File: config.mk
export PLATFORM = sky130hd
export DESIGN_NAME = jlr_unit
export DESIGN_NICKNAME = d
export VERILOG_FILES = /design/src/rtl/jlr_pkg.sv /design/src/rtl/jlr_decode.sv /design/src/rtl/jlr_target.sv /design/src/rtl/jlr_pc_stage.sv /design/src/rtl/jlr_unit.sv
export SDC_FILE = /design/constraint.sdc
export NUM_CORES = 1
export LEC_CHECK = 0
export ABC_AREA = 1
export BUFFER_PORTS_ARGS = -buffer_cell sky130_fd_sc_hd__buf_2
export CAP_MARGIN = 20
export CORE_ASPECT_RATIO = 1.75
export CORE_MARGIN = 5
export CORE_UTILIZATION = 40
export DETAILED_ROUTE_END_ITERATION = 10
export GPL_ROUTABILITY_DRIVEN = 0
export GPL_TIMING_DRIVEN = 0
export PLACE_DENSITY = 0.83
export SYNTH_ARGS = -nofsm -noshare
export SYNTH_HDL_FRONTEND = slang
export SYNTH_HIERARCHICAL = 1
export SYNTH_SLANG_ARGS = --single-unit
export TNS_END_PERCENT = 5
File: constraint.sdc
create_clock -name clk -period 2.1 [get_ports clk]
set_input_delay 0.42 -clock clk [delete_from_list [all_inputs] [get_ports clk]]
set_output_delay 0.42 -clock clk [all_outputs]
set_load 0.05 [all_outputs]
File: src/rtl/jlr_pkg.sv
package jlr_pkg;
  localparam logic [5:0]  MAJOR_OP = 6'b000000;
  localparam logic [9:0]  MINOR_OP = 10'b0000111100;
  localparam logic [5:0]  POOL_OP  = 6'b111100;
  localparam logic        MODE_CMP = 1'b1;  // compressed set
  localparam int unsigned REG_IDX_W = 5;

  typedef struct packed {
    logic                 match;
    logic [REG_IDX_W-1:0] link_idx;
    logic [REG_IDX_W-1:0] src_idx;
  } dec_t;
endpackage

File: src/rtl/jlr_decode.sv
module jlr_decode
  import jlr_pkg::*;
(
  input  logic [31:0] instr,
  output dec_t        dec
);
  always_comb begin
    dec.match    = (instr[31:26] == MAJOR_OP) &&
                   (instr[15:6]  == MINOR_OP) &&
                   (instr[5:0]   == POOL_OP);
    dec.link_idx = instr[25:21];
    dec.src_idx  = instr[20:16];
  end
endmodule

File: src/rtl/jlr_target.sv
module jlr_target #(
  parameter int unsigned XLEN = 32
) (
  input  logic            dual_isa,
  input  logic [XLEN-1:0] rs_val,
  output logic [XLEN-1:0] tgt_pc,
  output logic            tgt_mode,
  output logic            tgt_err
);
  always_comb begin
    tgt_pc = {rs_val[XLEN-1:1], 1'b0};
    if (dual_isa) begin
      tgt_mode = rs_val[0];
      tgt_err  = !rs_val[0] && rs_val[1];
    end else begin
      tgt_mode = jlr_pkg::MODE_CMP;
      tgt_err  = !rs_val[0];
    end
  end
endmodule

File: src/rtl/jlr_pc_stage.sv
module jlr_pc_stage #(
  parameter int unsigned     XLEN      = 32,
  parameter logic [XLEN-1:0] RESET_VEC = '0
) (
  input  logic            clk,
  input  logic            rst_n,
  input  logic            jump_en,
  input  logic [XLEN-1:0] tgt_pc,
  input  logic            tgt_mode,
  input  logic            tgt_err,
  input  logic            seq_en,
  input  logic [XLEN-1:0] seq_pc,
  output logic [XLEN-1:0] pc_q,
  output logic            mode_q,
  output logic            err_q,
  output logic            redir_q
);
  logic            pc_ce;
  logic [XLEN-1:0] pc_d;
  logic            mode_d;
  logic            err_d;

  always_comb begin
    pc_ce  = jump_en || seq_en;
    pc_d   = pc_q;
    mode_d = mode_q;
    err_d  = err_q;
    if (jump_en) begin
      pc_d   = tgt_pc;
      mode_d = tgt_mode;
      err_d  = tgt_err;
    end else if (seq_en) begin
      pc_d   = seq_pc;
      err_d  = 1'b0;
    end
  end

  always_ff @(posedge clk or negedge rst_n) begin
    if (!rst_n) begin
      pc_q   <= RESET_VEC;
      mode_q <= jlr_pkg::MODE_CMP;
      err_q  <= 1'b0;
    end else if (pc_ce) begin
      pc_q   <= pc_d;
      mode_q <= mode_d;
      err_q  <= err_d;
    end
  end

  always_ff @(posedge clk or negedge rst_n) begin
    if (!rst_n) redir_q <= 1'b0;
    else        redir_q <= jump_en;
  end
endmodule

File: src/rtl/jlr_unit.sv
module jlr_unit
  import jlr_pkg::*;
#(
  parameter int unsigned     XLEN      = 32,
  parameter logic [XLEN-1:0] RESET_VEC = 32'h0000_1001
) (
  input  logic                 clk,
  input  logic                 rst_n,
  input  logic                 dual_isa,
  input  logic                 instr_valid,
  input  logic [31:0]          instr,
  input  logic [XLEN-1:0]      cur_pc,
  input  logic [XLEN-1:0]      rs_val,
  input  logic                 seq_en,
  input  logic [XLEN-1:0]      seq_pc,
  output logic                 hit,
  output logic [REG_IDX_W-1:0] link_idx,
  output logic [XLEN-1:0]      link_data,
  output logic                 link_we,
  output logic [XLEN-1:0]      redirect_pc,
  output logic                 new_mode,
  output logic                 addr_err,
  output logic [XLEN-1:0]      pc_q,
  output logic                 mode_q,
  output logic                 fetch_err_q,
  output logic                 redirect_q
);
  localparam logic [XLEN-1:0] INSN_BYTES = XLEN'(4);

  dec_t dec;

  jlr_decode u_dec (
    .instr (instr),
    .dec   (dec)
  );

  jlr_target #(.XLEN(XLEN)) u_tgt (
    .dual_isa (dual_isa),
    .rs_val   (rs_val),
    .tgt_pc   (redirect_pc),
    .tgt_mode (new_mode),
    .tgt_err  (addr_err)
  );

  always_comb begin
    hit       = instr_valid && dec.match;
    link_idx  = dec.link_idx;
    link_data = cur_pc + INSN_BYTES;
    link_we   = hit && (dec.link_idx != '0);
  end

  jlr_pc_stage #(.XLEN(XLEN), .RESET_VEC(RESET_VEC)) u_stage (
    .clk      (clk),
    .rst_n    (rst_n),
    .jump_en  (hit),
    .tgt_pc   (redirect_pc),
    .tgt_mode (new_mode),
    .tgt_err  (addr_err),
    .seq_en   (seq_en),
    .seq_pc   (seq_pc),
    .pc_q     (pc_q),
    .mode_q   (mode_q),
    .err_q    (fetch_err_q),
    .redir_q  (redirect_q)
  );
endmodule

==> results.yml, run 1 <==
pwr:
  power_density_nw_per_um2: 591.5
  ir_drop_mv: 0.2933
  p_total_w: 0.002480
  p_leak_nw: 2.391
cts:
  numCtsBuffers: 5
  h-tree-depth: 2
  cts_tree: "yes"
  path_clk_slew_ns: 0.06
  clkLatencyLatePin_ns: 0.28
  hold_buffers: 0
  clock_sink_count: 35
  cts_root_buffer: "clkbuf_16"
  cts_max_path_buffers: 2
cells_and_area:
  nFillCells: 659
  areaGrowthSynthToFinish_pct: 45.19
  num_antenna_cells: 0
  nets: 768
  drive_above_1_share: 0.4409
  ff_latch_area_um2: 879.6
  stdcell_count: 721
  multi_input_area_um2: 1535
  fin_area_um2: 4193
worst_setup_path:
  reg2regPathDepth: 2
  cpMaxStageDelayCell: "buf_4"
  cpPeakStageDelay_ns: 0.22
  critPathMaxFanout: 5
  path_class: "in -> out"
  cp.depth: 8
  endpoint_kind: "output port"
  path_delay_family: "simple AND/OR/NAND/NOR gates"
  arrival_ns: 1.60
  path_cells: "buf_2 > ha_1 > nand2_1 > nor2_4 > nand2_4 > nor2_4 > xor2_1 > buf_4"
  crit_buf_inv: 2
  crit_path_start_kind: "input pin"
  crit_start: "cur_pc[3]"
  cp.required_ns: 1.68
  r2r_start: "u_stage/pc_q[0]$_DFFE_PN1P_"
  cpMostUsedCell: "nor2_4"
placed_design:
  placed_area_um2: 3984
  hpwl_um: 8829
  numPortBuffers: 196
  place_inst: 713
routing:
  drc: 0
  ant_nets: 0
  routed_wl_um: 10530
  viasPerCell: 4.882
  first_pass_iters: 5
  initialDrtViolationCount: 200
  wl_per_cell_um: 14.60
  num_vias: 3520
sta:
  layout_min_cycle_time_ns: 2.016
  tns_ns: 0
  setup_viol: 0
  hold_violations: 0
  final.period_utilization: 0.9601
  finalClockSkew_ns: 0
  hold_slack_ns: 0.2068
  fmax_mhz: 496.0
  drv_slew: 0
  relSlewSlack: 0.4942
  rsz0062_at_grt: "false"
  worstMarginPinSlew_ns: 0.7587
global_routing:
  grt_use_total: 0.2174
  grt_max_degree: 36
  grt_pass1_vias: 3350
  grt_pass1_wl_um: 15350
  antenna_found_initial: 0
  gr-total-overflow: 0
min_path:
  hold_class: "in -> async"
die:
  die_area_um2: 9086
  chipWidth_um: 74.23
  fp-row-count: 41
  core-area_um2: 7131
  die_h_um: 122.4
  io_pins: 241
  start_util: 0.4050
synthesis:
  avgSynthCellArea_um2: 6.700
  syn_inst: 431
  synth_area_um2: 2888
  ys_warn_count: 6
  syn_nets: 565
job:
  maxCapViolations: 0
outcome:
  status: "finished, final reports clean"
-- final timing paths --
check                                          endpoint  slack (ns)
max in group asynchronous   u_stage/pc_q[3]$_DFFE_PN0P_        1.40
setup reg to reg            u_stage/pc_q[0]$_DFFE_PN1P_        1.39
hold reg to reg              u_stage/mode_q$_DFFE_PN1P_        0.47
min in group clk            u_stage/pc_q[4]$_DFFE_PN0P_        0.37
hold / removal             u_stage/pc_q[20]$_DFFE_PN0P_        0.21
setup / recovery                          link_data[18]        0.08
-- final cells by class --
cell class / count / share of cell area
plain buffers: 53 / 0.1009
clock buffers: 7 / 0.03402
clock inverters: 1 / 0.001194
inverters: 24 / 0.02149
multi-input cells: 319 / 0.3662
flip-flops and latches: 35 / 0.2098
well taps: 86 / 0.02566
repair buffers: 196 / 0.2408
-- what timing repair did --
item	in CTS	in global routing
setup buffers	0	0
setup endpoints to repair	9	10
endpoints found under the hold margin	0	0
pin swaps	0	2
gates resized for setup	8	12
-- placed cells by master, fill, tap and decap left out --
master     count
buf_8          3
o21ai_0        1
nor2_4         9
nand2_1      163
nor2_2         5
buf_4         48
clkbuf_8       1
buf_6          5
nand3b_1       8
nand3_1       71
dfstp_2        3
nor2_8         1
nand2_4        2
xor2_2         1
conb_1         1
nand2_2        1
ha_1           1
clkbuf_1       1
inv_2          1
and2_1         3
clkinv_2       1
inv_1         23
buf_2        191
nor2_1        37
xnor2_1        4
dfrtp_1       32
a21oi_2        1
clkbuf_16      5
clkbuf_4       2
xor2_1        10
-- stage by stage --
step / setup slack, ns / utilization
6_report: 0.08386 / 0.5880
5_1_grt: 0.001406 / 0.5880
4_1_cts: -0.03185 / 0.5822
3_5_place_dp: -0.06977 / 0.5587
3_3_place_gp: -0.03179 / 0.5587
2_1_floorplan: -0.2086 / -
-- per-layer routing --
metal / track usage / part of all wire
met2: 0.4033 / 0.53
met5: 0 / 0
met3: 0.03443 / 0.11
met4: 0.1125 / 0.035
met1: 0.2267 / 0.33
-- registers in the layout (all words and copies together) (netlist names) --
signal / flops
u_stage/mode_q: 1
u_stage/redir_q: 1
u_stage/err_q: 1
u_stage/pc_q: 32
-- where the power goes --
group | leakage [nW] | switching [W] | total [W] | internal (W)
Combinational | 1.89 | 0.000718 | 0.000995 | 0.000277
Sequential | 0.425 | 0.0000278 | 0.000761 | 0.000733
Clock | 0.0739 | 0.000255 | 0.000724 | 0.000469
(Power assumes the default switching activity.)
==> run 2, diff against run 1 <==
MAX_ROUTING_LAYER = met4   (was not set)
==> results.yml, run 2 (synthesis results as in run 1) <==
outcome:
  status: "finished, final reports clean"
cells_and_area:
  mostFrequentLayoutCell: "buf_2"
  stdcell_count: 721
  nets: 768
  nFillCells: 659
  ff_latch_area_um2: 879.6
  drive_above_1_share: 0.4409
  fin_util: 0.5880
  largest_register: "u_stage/pc_q"
  fin_area_um2: 4193
  final_cell_mix: "191 x buf_2, 163 x nand2_1, 71 x nand3_1"
  num_antenna_cells: 0
  largest_reg_flops: 32
  multi_input_area_um2: 1535
  areaGrowthSynthToFinish_pct: 45.19
cts:
  hold_buffers: 0
  clkLatencyLatePin_ns: 0.28
  numCtsBuffers: 5
  h-tree-depth: 2
  path_clk_slew_ns: 0.06
  cts_tree: "yes"
  cts_root_buffer: "clkbuf_16"
  cts_setup_buffers: 0
  clock_sink_count: 35
  cts_max_path_buffers: 2
worst_setup_path:
  cp.required_ns: 1.68
  ff2ff_setup_slack_ns: 1.39
  r2r-end: "u_stage/pc_q[0]$_DFFE_PN1P_"
  endpoint_kind: "output port"
  path_class: "in -> out"
  r2r_start: "u_stage/pc_q[0]$_DFFE_PN1P_"
  crit_path_start_kind: "input pin"
  arrival_ns: 1.60
  reg2regPathDepth: 2
  critPathMaxFanout: 5
global_routing:
  grt_pass1_vias: 3346
  grt_use_total: 0.2234
  grt_pass1_wl_um: 15360
  antenna_found_initial: 0
  grt_max_degree: 36
  gr-total-overflow: 0
pwr:
  p_leak_nw: 2.391
  ir_drop_mv: 0.2933
  power_density_nw_per_um2: 592.4
  p_total_w: 0.002484
sta:
  final.period_utilization: 0.9611
  setup_viol: 0
  rsz0062_at_grt: "false"
  layout_min_cycle_time_ns: 2.018
  hold_violations: 0
  fmax_mhz: 495.4
  setup_ws_ns: 0.08162
  worstMarginPinSlew_ns: 0.7670
  drv_slew: 0
  relSlewSlack: 0.4887
  finalClockSkew_ns: 0
placed_design:
  place_inst: 713
  placed_area_um2: 3984
  hpwl_um: 8829
  numPortBuffers: 196
  dp_slack_ns: -0.06977
job:
  maxCapViolations: 0
routing:
  first_pass_iters: 5
  viasPerCell: 4.925
  initialDrtViolationCount: 227
  ant_nets: 0
  drc: 0
  routed_wl_um: 10540
  wl_per_cell_um: 14.61
  num_vias: 3551
die:
  die_area_um2: 9086
  start_util: 0.4050
  io_pins: 241
  fp-row-count: 41
  die_h_um: 122.4
  chipWidth_um: 74.23
  core-area_um2: 7131
min_path:
  hold_class: "in -> async"
==> run 2: cell counts in the layout (fill, tap and decap cells not counted) <==
No cell type changed its count.
==> run 2: area by class of cell <==
| type | count | area share |
|---|---|---|
| multi-input combinational | 319 | 0.3662 |
| timing repair buffer | 196 | 0.2408 |
| sequential | 35 | 0.2098 |
| buffer | 53 | 0.1009 |
| clock buffer | 7 | 0.03402 |
| tap | 86 | 0.02566 |
| inverter | 24 | 0.02149 |
| clock inverter | 1 | 0.001194 |
==> run 2: worst max-delay path: stages <==
cell,delay [ns]
buf_2,0.09
ha_1,0.19
nand2_1,0.11
nor2_4,0.13
nand2_4,0.12
nor2_4,0.15
xor2_1,0.17
buf_4,0.22
==> run 2: timing repair <==
item | in CTS | in global routing
resized for setup | 8 | 12
endpoints found under the setup margin | 9 | 10
pin swaps | 0 | 2
==> run 2: stage by stage <==
| stage | setup TNS (ns) | hold WS, ns |
|---|---|---|
| floorplan | -1.481 | 0.1244 |
| global route | 0 | 0.2871 |
| finish | 0 | 0.2092 |
| CTS | -0.03373 | 0.2275 |
| detailed placement | -0.3606 | 0.4614 |
| global placement | -0.1450 | 0.4511 |
==> run 2: worst max path at each step <==
stage	startpoint	slack [ns]	to	cells past startpoint
3_5_place_dp	cur_pc[3]	-0.07	link_data[18]	8
6_report	cur_pc[3]	0.08	link_data[18]	8
3_3_place_gp	cur_pc[2]	-0.03	link_data[18]	8
2_1_floorplan	cur_pc[2]	-0.21	link_data[17]	5
4_1_cts	cur_pc[3]	-0.03	link_data[18]	8
5_1_grt	instr[29]	0.002	link_we	11
==> run 2: per-layer routing <==
metal  GRT usage  part of all wire
met3     0.03197              0.11
met2      0.4033              0.53
met4      0.1114             0.039
met1      0.2287              0.33
met5           -                 0
==> run 2: power breakdown <==
part / total [W] / internal [W] / switching (W)
Clock: 0.000728 / 0.000469 / 0.000259
Sequential: 0.000760 / 0.000733 / 0.0000275
Combinational: 0.000996 / 0.000277 / 0.000719
==> run 3, diff against run 2 <==
CAP_MARGIN = 30   (was 20)
GPL_ROUTABILITY_DRIVEN = not set   (was 0)
RECOVER_POWER = 25   (was not set)
==> results.yml, run 3 (synthesis results as in run 1) <==
worst_setup_path:
  cpPeakStageDelay_ns: 0.24
  reg2regPathDepth: 2
  path_cells: "buf_2 > nand2_1 > nor2_1 > nand2_1 > nor2_4 > xor2_1 > buf_4"
  arrival_ns: 1.60
  cp.required_ns: 1.68
  path_class: "in -> out"
  critPathMaxFanout: 5
  r2r-end: "u_stage/pc_q[0]$_DFFE_PN1P_"
  r2r_start: "u_stage/pc_q[0]$_DFFE_PN1P_"
  endpoint_kind: "output port"
  path_delay_family: "simple AND/OR/NAND/NOR gates"
  ff2ff_setup_slack_ns: 1.38
  crit_buf_inv: 2
  crit_path_start_kind: "input pin"
  cpMostUsedCell: "nand2_1"
  cpMaxStageDelayCell: "nor2_1"
global_routing:
  gr-total-overflow: 0
  grt_pass1_wl_um: 15640
  antenna_found_initial: 0
  grt_use_total: 0.2257
  grt_pass1_vias: 3392
  grt_max_degree: 36
cells_and_area:
  ff_latch_area_um2: 879.6
  nets: 768
  mostFrequentLayoutCell: "buf_2"
  drive_above_1_share: 0.4331
  multi_input_area_um2: 1535
  final_cell_mix: "180 x buf_2, 163 x nand2_1, 71 x nand3_1"
  nFillCells: 624
  num_antenna_cells: 0
  largest_reg_flops: 32
  largest_register: "u_stage/pc_q"
  areaGrowthSynthToFinish_pct: 45.93
job:
  maxCapViolations: 0
cts:
  cts_tree: "yes"
  numCtsBuffers: 5
  cts_setup_buffers: 0
  clkLatencyLatePin_ns: 0.27
  cts_max_path_buffers: 2
  cts_root_buffer: "clkbuf_16"
  clock_sink_count: 35
  path_clk_slew_ns: 0.06
  h-tree-depth: 2
routing:
  drc: 0
  num_vias: 3549
  viasPerCell: 4.922
  wl_per_cell_um: 14.59
  first_pass_iters: 4
  initialDrtViolationCount: 235
  routed_wl_um: 10520
  ant_nets: 0
sta:
  hold_violations: 0
  tns_ns: 0
  final.period_utilization: 0.9598
  setup_viol: 0
  rsz0062_at_grt: "true"
  worstMarginPinSlew_ns: 0.8906
  drv_slew: 0
  layout_min_cycle_time_ns: 2.016
  finalClockSkew_ns: 0
  fmax_mhz: 496.1
  relSlewSlack: 0.4063
pwr:
  p_leak_nw: 2.380
  ir_drop_mv: 0.3446
  p_total_w: 0.002606
  power_density_nw_per_um2: 618.5
placed_design:
  gp_congestion: 0.9603
  numPortBuffers: 196
  hpwl_um: 8954
outcome:
  status: "finished, final reports clean"
die:
  die_area_um2: 9086
  io_pins: 241
  core-area_um2: 7131
  chipWidth_um: 74.23
  die_h_um: 122.4
  fp-row-count: 41
  start_util: 0.4050
min_path:
  hold_class: "in -> async"
-- run 3: cell types whose count changed in the layout (fill, tap and decap cells not counted), sizes merged --
cell	before	now
bufinv	0	1
clkbuf	9	19
buf	247	236
-- run 3: worst reg2reg max path, stage by stage, from the launching register on --
cell     delay (ns)
dfstp_2        0.53
nand2_1        0.05
nand3_1        0.07
-- run 3: power by group --
| part | switching (W) | internal [W] |
|---|---|---|
| combinational | 0.000716 | 0.000275 |
| clock | 0.000264 | 0.000589 |
| sequential | 0.0000289 | 0.000733 |
| total | 0.00101 | 0.00160 |
-- run 3: stage by stage --
step	hold WS [ns]	instances	setup slack, ns	area [µm²]	utilization
global placement	0.4509	713	-0.03605	3984	0.5587
global route	0.3359	721	-0.007017	4214	0.5910
floorplan	0.1244	431	-0.2086	2895	-
CTS	0.2293	721	0.003888	4178	0.5859
finish	0.2513	721	0.08440	4214	0.5910
detailed placement	0.4669	713	-0.04212	3984	0.5587
-- run 3: layer usage --
| metal | up-vias | part of all wire | track usage |
|---|---|---|---|
| met5 | - | 0 | - |
| met4 | 0 | 0.035 | 0.1002 |
| met3 | 28 | 0.10 | 0.03934 |
| met2 | 213 | 0.53 | 0.4067 |
| met1 | 1583 | 0.33 | 0.2329 |
| li1 | 1725 | - | - |
-- run 3: worst max-delay path by stage --
stage                from            end  slack, ns  cells after the start
2_1_floorplan   cur_pc[2]  link_data[17]      -0.21                      5
3_3_place_gp    cur_pc[2]  link_data[18]      -0.04                      8
3_5_place_dp    cur_pc[2]  link_data[24]      -0.04                      9
4_1_cts         cur_pc[2]  link_data[18]      0.004                      8
5_1_grt        cur_pc[11]  link_data[18]     -0.007                      7
6_report       cur_pc[11]  link_data[18]       0.08                      7
-- run 3: layout make-up --
type	instances	share of cell area
clock inverters	2	0.008314
repair buffers	196	0.2384
clock buffers	6	0.03296
multi-input cells	319	0.3643
well taps	86	0.02553
flip-flops and latches	35	0.2087
inverters	24	0.02138
plain buffers	53	0.1004
-- run 3: timing repair --
action | CTS | global route
gates cloned | 0 | 0
hold buffers | 0 | 0
pin swaps | 0 | 4
setup endpoints to repair | 9 | 14
gates resized for setup | 8 | 15
